`src/rtl/dc_pkg.sv`:
```
package dc_pkg;
  typedef enum logic [2:0] {
    ST_IDLE,
    ST_EVICT,
    ST_FILL,
    ST_DONE,
    ST_FSCAN,
    ST_FEVICT
  } dc_state_e;
endpackage

```
`src/rtl/dc_frames.sv`:
```
module dc_frames #(
  parameter int DATA_W = 32,
  parameter int WORDS  = 4,
  parameter int FRAMES = 4,
  parameter int TAG_W  = 10,
  localparam int BE_W   = DATA_W / 8,
  localparam int WSEL_W = $clog2(WORDS),
  localparam int IDX_W  = $clog2(FRAMES)
) (
  input  logic              clk,
  input  logic              rst_n,
  input  logic [IDX_W-1:0]  rd_idx,
  input  logic [WSEL_W-1:0] rd_word,
  output logic              rd_valid,
  output logic              rd_dirty,
  output logic [TAG_W-1:0]  rd_tag,
  output logic [DATA_W-1:0] rd_data,
  input  logic              wr_en,
  input  logic [IDX_W-1:0]  wr_idx,
  input  logic [WSEL_W-1:0] wr_word,
  input  logic [BE_W-1:0]   wr_be,
  input  logic [DATA_W-1:0] wr_data,
  input  logic              wr_mark_dirty,
  input  logic              inst_en,
  input  logic [IDX_W-1:0]  inst_idx,
  input  logic [TAG_W-1:0]  inst_tag,
  input  logic              clean_en,
  input  logic [IDX_W-1:0]  clean_idx
);
  logic [FRAMES-1:0] valid_q;
  logic [FRAMES-1:0] dirty_q;
  logic [TAG_W-1:0]  tag_q  [FRAMES];
  logic [DATA_W-1:0] data_q [FRAMES][WORDS];

  always_ff @(posedge clk) begin
    if (!rst_n) begin
      valid_q <= '0;
      dirty_q <= '0;
    end else begin
      if (inst_en) begin
        valid_q[inst_idx] <= 1'b1;
        dirty_q[inst_idx] <= 1'b0;
      end
      if (clean_en) dirty_q[clean_idx] <= 1'b0;
      if (wr_en && wr_mark_dirty) dirty_q[wr_idx] <= 1'b1;
    end
  end

  always_ff @(posedge clk) begin
    if (inst_en) tag_q[inst_idx] <= inst_tag;
  end

  // byte lanes of the data array
  for (genvar b = 0; b < BE_W; b++) begin : g_lane
    always_ff @(posedge clk) begin
      if (wr_en && wr_be[b])
        data_q[wr_idx][wr_word][8*b +: 8] <= wr_data[8*b +: 8];
    end
  end

  assign rd_valid = valid_q[rd_idx];
  assign rd_dirty = dirty_q[rd_idx];
  assign rd_tag   = tag_q[rd_idx];
  assign rd_data  = data_q[rd_idx][rd_word];
endmodule

```
`src/rtl/dc_counter.sv`:
```
module dc_counter #(
  parameter int W = 16
) (
  input  logic         clk,
  input  logic         rst_n,
  input  logic         inc,
  output logic [W-1:0] count
);
  always_ff @(posedge clk) begin
    if (!rst_n)   count <= '0;
    else if (inc) count <= count + 1'b1;
  end
endmodule

```
`src/rtl/dc_ctrl.sv`:
```
module dc_ctrl
  import dc_pkg::*;
#(
  parameter int ADDR_W = 16,
  parameter int DATA_W = 32,
  parameter int WORDS  = 4,
  parameter int FRAMES = 4,
  localparam int BE_W     = DATA_W / 8,
  localparam int BYTE_OFF = $clog2(BE_W),
  localparam int WSEL_W   = $clog2(WORDS),
  localparam int IDX_W    = $clog2(FRAMES),
  localparam int TAG_W    = ADDR_W - IDX_W - WSEL_W - BYTE_OFF
) (
  input  logic                       clk,
  input  logic                       rst_n,
  input  logic                       req_valid,
  output logic                       req_ready,
  input  logic                       req_we,
  input  logic [ADDR_W-1:BYTE_OFF]   req_waddr,
  input  logic [DATA_W-1:0]          req_wdata,
  input  logic [BE_W-1:0]            req_be,
  output logic                       rsp_valid,
  output logic [DATA_W-1:0]          rsp_rdata,
  input  logic                       flush_start,
  output logic                       flush_busy,
  output logic                       mem_req_valid,
  output logic                       mem_req_we,
  output logic [ADDR_W-1:0]          mem_addr,
  output logic [DATA_W-1:0]          mem_wdata,
  input  logic                       mem_ack,
  input  logic [DATA_W-1:0]          mem_rdata,
  output logic [IDX_W-1:0]           rd_idx,
  output logic [WSEL_W-1:0]          rd_word,
  input  logic                       rd_valid,
  input  logic                       rd_dirty,
  input  logic [TAG_W-1:0]           rd_tag,
  input  logic [DATA_W-1:0]          rd_data,
  output logic                       wr_en,
  output logic [IDX_W-1:0]           wr_idx,
  output logic [WSEL_W-1:0]          wr_word,
  output logic [BE_W-1:0]            wr_be,
  output logic [DATA_W-1:0]          wr_data,
  output logic                       wr_mark_dirty,
  output logic                       inst_en,
  output logic [IDX_W-1:0]           inst_idx,
  output logic [TAG_W-1:0]           inst_tag,
  output logic                       clean_en,
  output logic [IDX_W-1:0]           clean_idx,
  output logic                       hit_pulse,
  output logic                       miss_pulse
);
  localparam int LO = BYTE_OFF;
  localparam logic [WSEL_W-1:0] LAST_W = WSEL_W'(WORDS - 1);
  localparam logic [IDX_W-1:0]  LAST_F = IDX_W'(FRAMES - 1);

  dc_state_e state;
  logic [TAG_W-1:0]  lat_tag;
  logic [IDX_W-1:0]  lat_idx;
  logic [WSEL_W-1:0] lat_word;
  logic              lat_we;
  logic [DATA_W-1:0] lat_wdata;
  logic [BE_W-1:0]   lat_be;
  logic [WSEL_W-1:0] wcnt;
  logic [IDX_W-1:0]  fidx;

  logic [TAG_W-1:0]  req_tag;
  logic [IDX_W-1:0]  req_idx;
  logic [WSEL_W-1:0] req_word;
  logic accept, hit, in_evict, last_word;

  assign req_word = req_waddr[LO +: WSEL_W];
  assign req_idx  = req_waddr[LO + WSEL_W +: IDX_W];
  assign req_tag  = req_waddr[ADDR_W-1 -: TAG_W];

  assign req_ready = (state == ST_IDLE) && !flush_start;
  assign accept    = req_valid && req_ready;
  assign hit       = rd_valid && (rd_tag == req_tag);
  assign hit_pulse  = accept && hit;
  assign miss_pulse = accept && !hit;
  assign in_evict  = (state == ST_EVICT) || (state == ST_FEVICT);
  assign last_word = (wcnt == LAST_W);
  assign flush_busy = (state == ST_FSCAN) || (state == ST_FEVICT);

  always_comb begin
    unique case (state)
      ST_IDLE:             rd_idx = req_idx;
      ST_FSCAN, ST_FEVICT: rd_idx = fidx;
      default:             rd_idx = lat_idx;
    endcase
    if (state == ST_IDLE) rd_word = req_word;
    else if (in_evict)    rd_word = wcnt;
    else                  rd_word = lat_word;
  end

  // memory side: one word per handshake, rising word order
  assign mem_req_valid = in_evict || (state == ST_FILL);
  assign mem_req_we    = in_evict;
  assign mem_wdata     = rd_data;
  always_comb begin
    if (in_evict) mem_addr = {rd_tag, rd_idx, wcnt, {BYTE_OFF{1'b0}}};
    else          mem_addr = {lat_tag, lat_idx, wcnt, {BYTE_OFF{1'b0}}};
  end

  always_comb begin
    wr_en         = 1'b0;
    wr_idx        = rd_idx;
    wr_word       = rd_word;
    wr_be         = '1;
    wr_data       = mem_rdata;
    wr_mark_dirty = 1'b0;
    unique case (state)
      ST_IDLE: if (accept && hit && req_we) begin
        wr_en = 1'b1; wr_be = req_be; wr_data = req_wdata; wr_mark_dirty = 1'b1;
      end
      ST_FILL: if (mem_ack) begin
        wr_en = 1'b1; wr_word = wcnt;
      end
      ST_DONE: if (lat_we) begin
        wr_en = 1'b1; wr_be = lat_be; wr_data = lat_wdata; wr_mark_dirty = 1'b1;
      end
      default: ;
    endcase
  end

  assign inst_en   = (state == ST_FILL) && mem_ack && last_word;
  assign inst_idx  = lat_idx;
  assign inst_tag  = lat_tag;
  assign clean_en  = (state == ST_FEVICT) && mem_ack && last_word;
  assign clean_idx = fidx;

  always_ff @(posedge clk) begin
    if (!rst_n) begin
      state     <= ST_IDLE;
      rsp_valid <= 1'b0;
      rsp_rdata <= '0;
      wcnt      <= '0;
      fidx      <= '0;
      lat_tag   <= '0;
      lat_idx   <= '0;
      lat_word  <= '0;
      lat_we    <= 1'b0;
      lat_wdata <= '0;
      lat_be    <= '0;
    end else begin
      rsp_valid <= 1'b0;
      unique case (state)
        ST_IDLE: begin
          if (flush_start) begin
            fidx  <= '0;
            state <= ST_FSCAN;
          end else if (accept) begin
            if (hit) begin
              rsp_valid <= 1'b1;
              rsp_rdata <= rd_data;
            end else begin
              lat_tag   <= req_tag;
              lat_idx   <= req_idx;
              lat_word  <= req_word;
              lat_we    <= req_we;
              lat_wdata <= req_wdata;
              lat_be    <= req_be;
              wcnt      <= '0;
              state     <= (rd_valid && rd_dirty) ? ST_EVICT : ST_FILL;
            end
          end
        end
        ST_EVICT: if (mem_ack) begin
          wcnt <= wcnt + 1'b1;
          if (last_word) state <= ST_FILL;
        end
        ST_FILL: if (mem_ack) begin
          wcnt <= wcnt + 1'b1;
          if (last_word) state <= ST_DONE;
        end
        ST_DONE: begin
          rsp_valid <= 1'b1;
          rsp_rdata <= rd_data;
          state     <= ST_IDLE;
        end
        ST_FSCAN: begin
          if (rd_valid && rd_dirty) begin
            wcnt  <= '0;
            state <= ST_FEVICT;
          end else if (fidx == LAST_F) begin
            state <= ST_IDLE;
          end else begin
            fidx <= fidx + 1'b1;
          end
        end
        ST_FEVICT: if (mem_ack) begin
          wcnt <= wcnt + 1'b1;
          if (last_word) begin
            if (fidx == LAST_F) state <= ST_IDLE;
            else begin
              fidx  <= fidx + 1'b1;
              state <= ST_FSCAN;
            end
          end
        end
        default: state <= ST_IDLE;
      endcase
    end
  end
endmodule

```
`src/rtl/wb_dcache.sv`:
```
module wb_dcache #(
  parameter int ADDR_W = 16,
  parameter int DATA_W = 32,
  parameter int WORDS  = 4,
  parameter int FRAMES = 4,
  parameter int CNT_W  = 16,
  localparam int BE_W     = DATA_W / 8,
  localparam int BYTE_OFF = $clog2(BE_W),
  localparam int WSEL_W   = $clog2(WORDS),
  localparam int IDX_W    = $clog2(FRAMES),
  localparam int TAG_W    = ADDR_W - IDX_W - WSEL_W - BYTE_OFF
) (
  input  logic              clk,
  input  logic              rst_n,
  input  logic              req_valid,
  output logic              req_ready,
  input  logic              req_we,
  input  logic [ADDR_W-1:0] req_addr,
  input  logic [DATA_W-1:0] req_wdata,
  input  logic [BE_W-1:0]   req_be,
  output logic              rsp_valid,
  output logic [DATA_W-1:0] rsp_rdata,
  input  logic              flush_start,
  output logic              flush_busy,
  output logic              mem_req_valid,
  output logic              mem_req_we,
  output logic [ADDR_W-1:0] mem_addr,
  output logic [DATA_W-1:0] mem_wdata,
  input  logic              mem_ack,
  input  logic [DATA_W-1:0] mem_rdata,
  output logic [CNT_W-1:0]  hit_cnt,
  output logic [CNT_W-1:0]  miss_cnt
);
  logic [IDX_W-1:0]  rd_idx, wr_idx, inst_idx, clean_idx;
  logic [WSEL_W-1:0] rd_word, wr_word;
  logic              rd_valid, rd_dirty, wr_en, wr_mark_dirty, inst_en, clean_en;
  logic [TAG_W-1:0]  rd_tag, inst_tag;
  logic [DATA_W-1:0] rd_data, wr_data;
  logic [BE_W-1:0]   wr_be;
  logic [1:0]        stat_inc;
  logic [CNT_W-1:0]  stat_cnt [2];

  dc_ctrl #(.ADDR_W(ADDR_W), .DATA_W(DATA_W), .WORDS(WORDS), .FRAMES(FRAMES)) u_ctrl (
    .clk(clk), .rst_n(rst_n),
    .req_valid(req_valid), .req_ready(req_ready), .req_we(req_we),
    .req_waddr(req_addr[ADDR_W-1:BYTE_OFF]), .req_wdata(req_wdata), .req_be(req_be),
    .rsp_valid(rsp_valid), .rsp_rdata(rsp_rdata),
    .flush_start(flush_start), .flush_busy(flush_busy),
    .mem_req_valid(mem_req_valid), .mem_req_we(mem_req_we), .mem_addr(mem_addr),
    .mem_wdata(mem_wdata), .mem_ack(mem_ack), .mem_rdata(mem_rdata),
    .rd_idx(rd_idx), .rd_word(rd_word), .rd_valid(rd_valid), .rd_dirty(rd_dirty),
    .rd_tag(rd_tag), .rd_data(rd_data),
    .wr_en(wr_en), .wr_idx(wr_idx), .wr_word(wr_word), .wr_be(wr_be),
    .wr_data(wr_data), .wr_mark_dirty(wr_mark_dirty),
    .inst_en(inst_en), .inst_idx(inst_idx), .inst_tag(inst_tag),
    .clean_en(clean_en), .clean_idx(clean_idx),
    .hit_pulse(stat_inc[0]), .miss_pulse(stat_inc[1])
  );

  dc_frames #(.DATA_W(DATA_W), .WORDS(WORDS), .FRAMES(FRAMES), .TAG_W(TAG_W)) u_frames (
    .clk(clk), .rst_n(rst_n),
    .rd_idx(rd_idx), .rd_word(rd_word), .rd_valid(rd_valid), .rd_dirty(rd_dirty),
    .rd_tag(rd_tag), .rd_data(rd_data),
    .wr_en(wr_en), .wr_idx(wr_idx), .wr_word(wr_word), .wr_be(wr_be),
    .wr_data(wr_data), .wr_mark_dirty(wr_mark_dirty),
    .inst_en(inst_en), .inst_idx(inst_idx), .inst_tag(inst_tag),
    .clean_en(clean_en), .clean_idx(clean_idx)
  );

  // index 0 counts hits, index 1 counts misses
  for (genvar g = 0; g < 2; g++) begin : g_stat
    dc_counter #(.W(CNT_W)) u_cnt (
      .clk(clk), .rst_n(rst_n), .inc(stat_inc[g]), .count(stat_cnt[g])
    );
  end

  assign hit_cnt  = stat_cnt[0];
  assign miss_cnt = stat_cnt[1];
endmodule

```
`config.mk`:
```
export PLATFORM = sky130hd
export DESIGN_NAME = wb_dcache
export DESIGN_NICKNAME = d
export VERILOG_FILES = /design/src/rtl/dc_pkg.sv /design/src/rtl/dc_frames.sv /design/src/rtl/dc_counter.sv /design/src/rtl/dc_ctrl.sv /design/src/rtl/wb_dcache.sv
export SDC_FILE = /design/constraint.sdc
export NUM_CORES = 1
export LEC_CHECK = 0
export BUFFER_PORTS_ARGS = -buffer_cell sky130_fd_sc_hd__buf_2
export CAP_MARGIN = 25
export CORE_MARGIN = 2
export CORE_UTILIZATION = 60
export DETAILED_ROUTE_END_ITERATION = 7
export PLACE_DENSITY = 0.79
export SLEW_MARGIN = 20
export SYNTH_ARGS = -nofsm -noshare
export SYNTH_HDL_FRONTEND = slang
export SYNTH_SLANG_ARGS = --single-unit
export TNS_END_PERCENT = 5
```
`constraint.sdc`:
```
create_clock -name clk -period 10.6 [get_ports clk]
set_input_delay 2.12 -clock clk [delete_from_list [all_inputs] [get_ports clk]]
set_output_delay 2.12 -clock clk [all_outputs]
set_load 0.02 [all_outputs]
```
Word level (Yosys, flattened, before mapping)

Memory sizes are Yosys's and may differ from the RTL's.
Cells that the tools add are included.

Input port bits: 90
Bits in latches: 0
Bits in writable memories: 552
Register bits: 131
Memories kept: 2
Bits in read-only memories: 0

Muxes and demuxes: 471
Shift operators: 0
Reductions and logical operators: 36
Bitwise operators: 394
Multipliers: 0
Equality and inequality tests: 25
Divide/modulo/power cells: 0
Magnitude comparators: 9
$add $sub $neg: 4

Memories:

| memory          | depth | bits a word | rd ports | clocked after memory_dff | write ports | line            | text |
|---|---|---|---|---|---|---|---|
| u_frames.data_q | 4     | 128         | 1        | 0                        | 1           | dc_frames.sv:33 | `logic [DATA_W-1:0] data_q [FRAMES][WORDS];` |
| u_frames.tag_q  | 4     | 10          | 1        | 0                        | 1           | dc_frames.sv:32 | `logic [TAG_W-1:0] tag_q [FRAMES];` |

Operator list:

| cell                                                                     | count |
|---|---|
| 128-bit 2-to-1 mux                                                       | 4 |
| 1-bit 2-to-1 mux                                                         | 401 |
| 1-bit OR                                                                 | 384 |
| 32-bit demux with 2-bit select                                           | 4 |
| 32-bit 2-to-1 mux                                                        | 8 |
| 32-bit one-hot mux with 2 select lines                                   | 2 |
| 32-bit binary-select mux with 2-bit select                               | 1 |
| 3-bit 2-to-1 mux                                                         | 12 |
| 16-bit by 1-bit adder with 16-bit output (second input constant)         | 2 |
| 16-bit 2-to-1 mux                                                        | 2 |
| 2-bit 2-to-1 mux                                                         | 15 |
| 4-bit 2-to-1 mux                                                         | 7 |
| 24-bit 2-to-1 mux                                                        | 1 |
| 1-bit logical AND                                                        | 20 |
| 2-bit inequality test (second input constant)                            | 8 |
| 3-bit one-hot mux with 5 select lines                                    | 1 |
| 2-bit by 1-bit inequality test with 1-bit output (second input constant) | 6 |
| 2-bit one-hot mux with 3 select lines                                    | 2 |
| 10-bit equality test                                                     | 1 |
| 2-bit by 3-bit < comparator with 1-bit output (second input constant)    | 3 |
| 9-bit AND reduction                                                      | 1 |
| 4-bit AND                                                                | 2 |
| 8-bit 2-to-1 mux                                                         | 1 |
| 4-bit inverter                                                           | 2 |
| 29 further kinds                                                         | 49 |

Logic depth before layout (Yosys ltp)

Gate-level depths: netlist of run 1.

Depth in word-level cells: 16
Mapped depth: 14

Modules after synthesis

Synthesis of run 1 repeated with hierarchy kept, for this count alone.

Cells, all modules: 1,866
Area, all modules: 28,567.4 sq um

Modules (own cells, without submodules):

| module                       | area an instance (sq um) | instances | cells an instance |
|---|---|---|---|
| dc_frames                    | 21,530.6                 | 1         | 968 |
| dc_ctrl                      | 5,512.8                  | 1         | 738 |
| dc_counter (g_stat[1].u_cnt) | 779.5                    | 1         | 77 |
| dc_counter (g_stat[0].u_cnt) | 744.5                    | 1         | 83 |

Worst setup path after synthesis of run 1

OpenSTA, ideal clock, no wires.

Path type: in2out
Start: input port req_addr[4]
End: output port mem_addr[11]
Stages: 10
Setup slack: 4,020 ps
Required time: 8,480 ps
Path buffers: 4
Arrival time: 4,460 ps
Cells stage by stage: or4b_1 > nand4_4 > buf_4 > clkbuf_1 > buf_2 > buf_1 > nand2_1 > a21oi_1 > nor2_1 > o21ai_0

Word-level cells in the longest chain between the ends: 3

Ends and longest elaborated chain:

| item                                  | line            | text |
|---|---|---|
| start: declaration                    | wb_dcache.sv:18 | `input logic [ADDR_W-1:0] req_addr,` |
| 2-bit one-hot mux with 2 select lines | dc_ctrl.sv:85   | `unique case (state)` |
| memory 4 x 10 bit                     | --              |  |
| 16-bit 2-to-1 mux                     | dc_ctrl.sv:100  | `if (in_evict) mem_addr = {rd_tag, rd_idx, wcnt, {BYTE_OFF{1'b0}}};` |
| end: declaration                      | wb_dcache.sv:27 | `output logic [ADDR_W-1:0] mem_addr,` |

No other way between the ends.

Worst setup path after layout of run 1

Start: input port req_addr[5]
End: output port mem_wdata[23]

Word-level cells in the longest chain between the ends: 5

Ends and longest elaborated chain:

| item                                                 | line            | text |
|---|---|---|
| 2-bit one-hot mux with 2 select lines                | dc_ctrl.sv:85   |  |
| memory 4 x 128 bit                                   | --              |  |
| 32-bit binary-select mux with 2-bit select           | dc_frames.sv:64 | `assign rd_data = data_q[rd_idx][rd_word];` |
| 32-bit 2-to-1 mux (not written as such) (2 in a row) | dc_frames.sv:64 |  |
| end: declaration                                     | wb_dcache.sv:28 | `output logic [DATA_W-1:0] mem_wdata,` |

No other way between the ends. The select of a mux whose other input is x is not followed.

==> out/summary.txt, run 1 <==
======================================================================================
Maximum cell stage delay along the critical path                               0.88 ns
Post-synth ARST share                                                                0
Worst path arrival time                                                        5.58 ns
Type of the worst min-delay path                                               reg2reg
Antenna Nets Post-Route                                                              0
MaxCap Viol Count                                                                    0
Number of enable flip-flop cells after synthesis                                   552
Clock Skews                                                                  0.0420 ns
Worst-case clock buffer depth                                                        3
Cell area after technology mapping                                           28800 um2
IO Count                                                                           207
Reg-to-reg setup timing slack                                                  4.58 ns
Clock tree from TritonCTS                                                        built
Largest net degree at the start of global routing                                  150
Vias                                                                             20488
Minimum period implied by the final worst setup slack                          7.70 ns
Mapped Cells                                                                      2472
Worst-skew pair later-pin latency                                              0.63 ns
Resized cells post-CTS                                                               0
Area of the die                                                              49800 um2
H-tree levels                                                                        3
Number of distinct standard cells referenced by the synthesized netlist             53
Total of warnings raised by yosys                                                    0
Length in cells of the worst reg-to-reg path                                        12
First-pass iteration count of the detailed router                                    6
Wire length of the first global-routing pass                                    110 mm
# DRC                                                                                0
Register area                                                                19200 um2
Endpoint of the worst register-to-register path                           u_frames.data_q[0][66]
Crit path max-delay cell type                                                    buf_4
Number of sinks driven by the clock tree                                           683
Placed wire-length estimate after detailed placement                           43.4 mm
Max Fanout on Critical Path                                                         83
Floorplan core area                                                          47500 um2
Clock root cell                                                              clkbuf_16
Chain of cells forming the critical path                                  buf_2 -> or4b_1 -> nand4_1 -> buf_4 -> buf_4 -> and3_1 -> a311oi_1 -> a311oi_1 -> a21oi_1 -> buf_2
Port Buffers                                                                       202
Drt initial violations                                                            2590
Total power per unit cell area                                              255 nW/um2
Average via count per standard cell                                               6.25
Post-synthesis register bit count                                                  683
Type of element capturing the critical path                               primary output
Top cells by area, synth                                                  edfxtp_1, dfxtp_1, nand2_1
Number of buffers inserted for hold repair after clock tree synthesis                0
RSZ-0062 raised after global routing                                             false
Placement Cell Area                                                          30200 um2
NumNets Final                                                                     2699
Final Hold Violating Endpoints                                                       0
Number of max-slew violations in the final report                                    0
Commonest cells after routing, fill and taps aside                        nand2_1, edfxtp_1, buf_2, nand3_1, nor2_1
Global placer's final weighted congestion                                        0.863
Layout overhead on the synthesized area                                          12.8%
Total CTS buffers                                                                   70
Total Neg Setup Slack                                                             0 ns
Initial core utilization                                                         0.606
Hold-critical path endpoint                                               u_ctrl.rsp_rdata[25]
Result of the run                                                         finished clean
Setup Buffers After CTS                                                              0
Overall Power                                                                  8.29 mW
Max IR drop VDD                                                                 173 uV
Fin crit share                                                                   0.726
Vias in the first global route                                                   19828
Worst hold path startpoint                                                u_ctrl.rsp_rdata[25]
Critical register-to-register path startpoint                             u_ctrl.state[1]
Worst slew margin relative to its limit                                          0.340
Number of placement rows                                                            80
Required time of the critical path                                             8.48 ns
Top FF cell, synth                                                            edfxtp_1
Path type of the worst setup path                                               in2out
Post-synthesis area per instance                                              11.7 um2
Chip height                                                                     223 um
Gr ovfl total                                                                        0
Total routed wirelength                                                        72.9 mm
Startpoint type of the worst setup path                                      input pin
Finish-stage setup viols                                                             0
Worst hold slack                                                              0.455 ns
Fillcell total                                                                    3256
Library cell with the largest summed area after synthesis                     edfxtp_1
Total routing resource utilization after global routing                          0.289
Kind of cell with the highest combined delay on the critical path         buffers and inverters
Multi-input gate area                                                         8890 um2
Clock slew at the register clock pins of the worst setup and hold paths        0.06 ns
Lkg Pwr                                                                        12.6 nW
Number of antenna violations at the first check in global routing                    6
Cell area after layout                                                       32500 um2
Share of layout cells above drive strength 1                                     0.133
Area share of the largest cell type after synthesis                              0.575
Slew at the pin closest to its max-slew limit                                 0.984 ns
Share of the yosys chip area belonging to registers                              0.666
Count of buffering cells on the critical path with inverters included                4
Die X-Extent                                                                    223 um
Leading cell type in the layout, fill and taps excluded                        nand2_1
Achievable frequency                                                           130 MHz
Wire length per cell after detailed routing                                    22.3 um
Cell count of the worst hold path                                                    2
======================================================================================
stage by stage:
stage               utilization  setup slack [ns]  instances
detailed placement        0.635              2.72       3142
global route              0.684              2.72       3277
finish                    0.684              2.90       3277
global placement          0.634              2.88       3141
CTS                       0.683              2.95       3269
floorplan                     -              4.02       2473
report_power, final:
| group | switching [mW] | leakage, nW | internal [mW] |
|---|---|---|---|
| Combinational | 1.97 | 5.48 | 0.830 |
| Sequential | 0.0555 | 6.03 | 2.97 |
| Clock | 1.02 | 1.12 | 1.44 |
cell type report:
class / instances / share of cell area
Antenna cell: 5 / 0.000385
Clock buffer: 86 / 0.0564
Clock inverter: 41 / 0.0141
Inverter: 20 / 0.00231
Multi-Input combinational cell: 1597 / 0.274
Sequential cell: 683 / 0.591
Tap cell: 615 / 0.0237
Timing Repair Buffer: 230 / 0.0389
sequential cells by signal, summed over array words and instances (netlist names), 3 cells and up:
| register | cells |
|---|---|
| u_frames.data_q | 512 |
| u_frames.tag_q | 40 |
| g_stat.u_cnt.count | 32 |
| u_ctrl.lat_wdata | 32 |
| u_ctrl.rsp_rdata | 32 |
| u_ctrl.inst_tag | 10 |
| u_ctrl.lat_be | 4 |
| u_frames.dirty_q | 4 |
| u_frames.valid_q | 4 |
| u_ctrl.state | 3 |
metal layers:
layer | wire length (um) | GRT usage | vias up
met1 | 27900 | 0.376 | 10036
met4 | 3070 | 0.153 | 2
li1 | - | - | 9232
met5 | 13 | 0 | -
met3 | 6160 | 0.0443 | 167
met2 | 35800 | 0.475 | 1051
cell families after synthesis:
family                   count (synthesis)  share of synthesized area
other                                    1                   0.000130
buffers and inverters                  193                     0.0283
AO/OA/AOI/OAI                          298                     0.0776
AND/OR/NAND/NOR                       1137                      0.172
multiplexers                           140                     0.0487
flip-flops                             683                      0.666
XOR/XNOR                                13                    0.00395
adder cells (fa/ha/maj)                  7                    0.00304
worst min-delay path, cell delays in order (launching register included):
cell and delay (ns):
dfxtp_1 0.30, nand2_1 0.05, mux2i_1 0.05
worst max path at each step:
stage | startpoint | end | slack, ns | cells past startpoint
detailed placement | req_addr[4] | u_frames.data_q[1][106] | 2.72 | 13
floorplan | req_addr[4] | mem_addr[11] | 4.02 | 10
global route | req_addr[5] | mem_wdata[23] | 2.72 | 10
finish | req_addr[5] | mem_wdata[23] | 2.90 | 10
CTS | req_addr[5] | mem_wdata[23] | 2.95 | 10
global placement | req_addr[4] | u_frames.data_q[3][71] | 2.88 | 13
cell usage after synthesis (9+ instances only):
master	instances
a21o_1	34
a22o_1	32
a21oi_1	48
nand2b_1	29
nor3_1	9
buf_4	14
buf_2	24
nor2_1	144
inv_1	19
edfxtp_1	552
nand2_1	678
mux2i_1	139
nand4_1	14
buf_1	9
nand3_1	149
a211o_1	16
a311oi_1	98
a31oi_1	34
dfxtp_1	131
clkbuf_1	125
o21ai_0	14
xnor2_1	12
and3_1	74
No activity file was read; power rests on OpenSTA's default activity.
==> inputs of run 2 (changes only) <==
Clock period 10.6 ns to 7.8 ns, I/O delays scaled along.
==> out/summary.txt, run 2 (synthesis gave the netlist of run 1 again) <==
======================================================================================
Worst slew margin relative to its limit                                          0.304
Largest net degree at the start of global routing                                  185
Antenna Nets Post-Route                                                              0
Reg-to-reg setup timing slack                                                  2.52 ns
Path type of the worst setup path                                               in2out
Number of buffers inserted for hold repair after clock tree synthesis                0
Commonest cells after routing, fill and taps aside                        nand2_1, edfxtp_1, buf_2, nand3_1, nor2_1
Maximum cell stage delay along the critical path                               0.51 ns
Worst-skew pair later-pin latency                                              0.61 ns
Total power per unit cell area                                              344 nW/um2
Wire length of the first global-routing pass                                    109 mm
Type of the worst min-delay path                                               reg2reg
Clock Skews                                                                  0.0210 ns
Initial core utilization                                                         0.606
Count of buffering cells on the critical path with inverters included                3
H-tree levels                                                                        3
Minimum period implied by the final worst setup slack                          6.32 ns
Max Fanout on Critical Path                                                        184
Setup Buffers After CTS                                                              0
Total Neg Setup Slack                                                             0 ns
Layout overhead on the synthesized area                                          13.0%
Final Hold Violating Endpoints                                                       0
Area of the die                                                              49800 um2
Placed wire-length estimate after detailed placement                           43.3 mm
NumNets Final                                                                     2708
MaxCap Viol Count                                                                    0
Register with the most flip-flops                                         u_frames.data_q
Average via count per standard cell                                               6.21
Required time of the critical path                                             6.24 ns
Endpoint of the worst register-to-register path                           u_frames.data_q[2][86]
Registers with the most flip-flops                                        u_frames.data_q: 512 flops, u_frames.tag_q: 40 flops
Number of sinks driven by the clock tree                                           683
Cell count of the worst hold path                                                    2
Critical register-to-register path startpoint                             u_ctrl.state[1]
Drt initial violations                                                            2617
Hold-critical path endpoint                                               u_ctrl.rsp_rdata[25]
Port Buffers                                                                       202
Chain of cells forming the critical path                                  buf_2 -> or4b_1 -> nand4_4 -> buf_12 -> nand2_1 -> and3_1 -> a311oi_1 -> a311oi_1 -> a21oi_1 -> buf_2
Startpoint type of the worst setup path                                      input pin
Fin crit share                                                                   0.810
Resized cells post-CTS                                                               0
Max IR drop VDD                                                                 328 uV
Achievable frequency                                                           158 MHz
# DRC                                                                                0
Finish-stage setup viols                                                             0
Number of max-slew violations in the final report                                    0
Share of layout cells above drive strength 1                                     0.135
Gr ovfl total                                                                        0
Fillcell total                                                                    3232
Length in cells of the worst reg-to-reg path                                        10
Result of the run                                                         finished clean
Worst hold path startpoint                                                u_ctrl.rsp_rdata[25]
Vias in the first global route                                                   19731
Clock tree from TritonCTS                                                        built
Total CTS buffers                                                                   69
Overall Power                                                                  11.2 mW
Vias                                                                             20407
Number of antenna violations at the first check in global routing                    6
Slew at the pin closest to its max-slew limit                                  1.04 ns
First-pass iteration count of the detailed router                                    6
Lkg Pwr                                                                        12.7 nW
Type of element capturing the critical path                               primary output
RSZ-0062 raised after global routing                                             false
Multi-input gate area                                                         8880 um2
IO Count                                                                           207
Register area                                                                19200 um2
Clock slew at the register clock pins of the worst setup and hold paths        0.06 ns
Number of placement rows                                                            80
Clock root cell                                                              clkbuf_16
Max FFs per register                                                               512
Chip height                                                                     223 um
Wire length per cell after detailed routing                                    21.7 um
Kind of cell with the highest combined delay on the critical path         simple AND/OR/NAND/NOR gates
Total routing resource utilization after global routing                          0.285
Leading cell type in the layout, fill and taps excluded                        nand2_1
Worst-case clock buffer depth                                                        3
Total routed wirelength                                                        71.3 mm
Global placer's final weighted congestion                                        0.846
Worst path arrival time                                                        4.76 ns
Floorplan core area                                                          47500 um2
Die X-Extent                                                                    223 um
Crit path max-delay cell type                                                   or4b_1
======================================================================================
==> run 2: where the power goes <==
| group | leakage [nW] | switching (mW) | internal [mW] |
|---|---|---|---|
| registers | 6.03 | 0.0751 | 4.04 |
| clock network | 1.09 | 1.35 | 1.88 |
| logic | 5.56 | 2.66 | 1.20 |
| total | 12.7 | 4.09 | 7.12 |
==> run 2: per-layer routing <==
layer,global-route usage,part of all wire,routed length (um)
met1,0.377,0.39,27700
met2,0.461,0.49,34800
met3,0.0498,0.083,5930
met4,0.141,0.040,2830
met5,0,0.00018,13
==> run 2: tightest hold or removal path: cells and delay by family (launching register included) <==
kind             cells  cell delay (ns)
multiplexers         1             0.05
AND/OR/NAND/NOR      1             0.05
flip-flops           1             0.30
==> run 2: how the worst max path moves through the flow <==
stage / startpoint / endpoint / cells past startpoint
after global routing: req_addr[4] / mem_wdata[1] / 10
final: req_addr[4] / mem_wdata[1] / 10
after floorplan: req_addr[4] / mem_addr[11] / 10
after CTS: req_addr[5] / mem_wdata[29] / 10
after detailed placement: req_addr[5] / u_frames.data_q[2][116] / 13
after global placement: req_addr[5] / mem_wdata[27] / 10
==> run 2: final cells by class <==
| class | count | share of cell area |
|---|---|---|
| Inverter | 20 | 0.00231 |
| Clock inverter | 33 | 0.00853 |
| Timing Repair Buffer | 240 | 0.0432 |
| Tap cell | 615 | 0.0236 |
| Sequential cell | 683 | 0.590 |
| Multi-Input combinational cell | 1597 | 0.273 |
| Clock buffer | 95 | 0.0596 |
| Antenna cell | 5 | 0.000384 |
==> run 2: stage by stage <==
stage | hold slack (ns) | setup WS [ns] | utilization | area [um2] | instances
finish | 0.454 | 1.48 | 0.685 | 32600 | 3288
detailed placement | 0.449 | 1.39 | 0.637 | 30300 | 3149
global placement | 0.442 | 1.50 | 0.635 | 30200 | 3142
floorplan | 0.463 | 2.34 | - | 28800 | 2473
global route | 0.482 | 1.32 | 0.685 | 32600 | 3288
CTS | 0.458 | 1.50 | 0.684 | 32500 | 3277
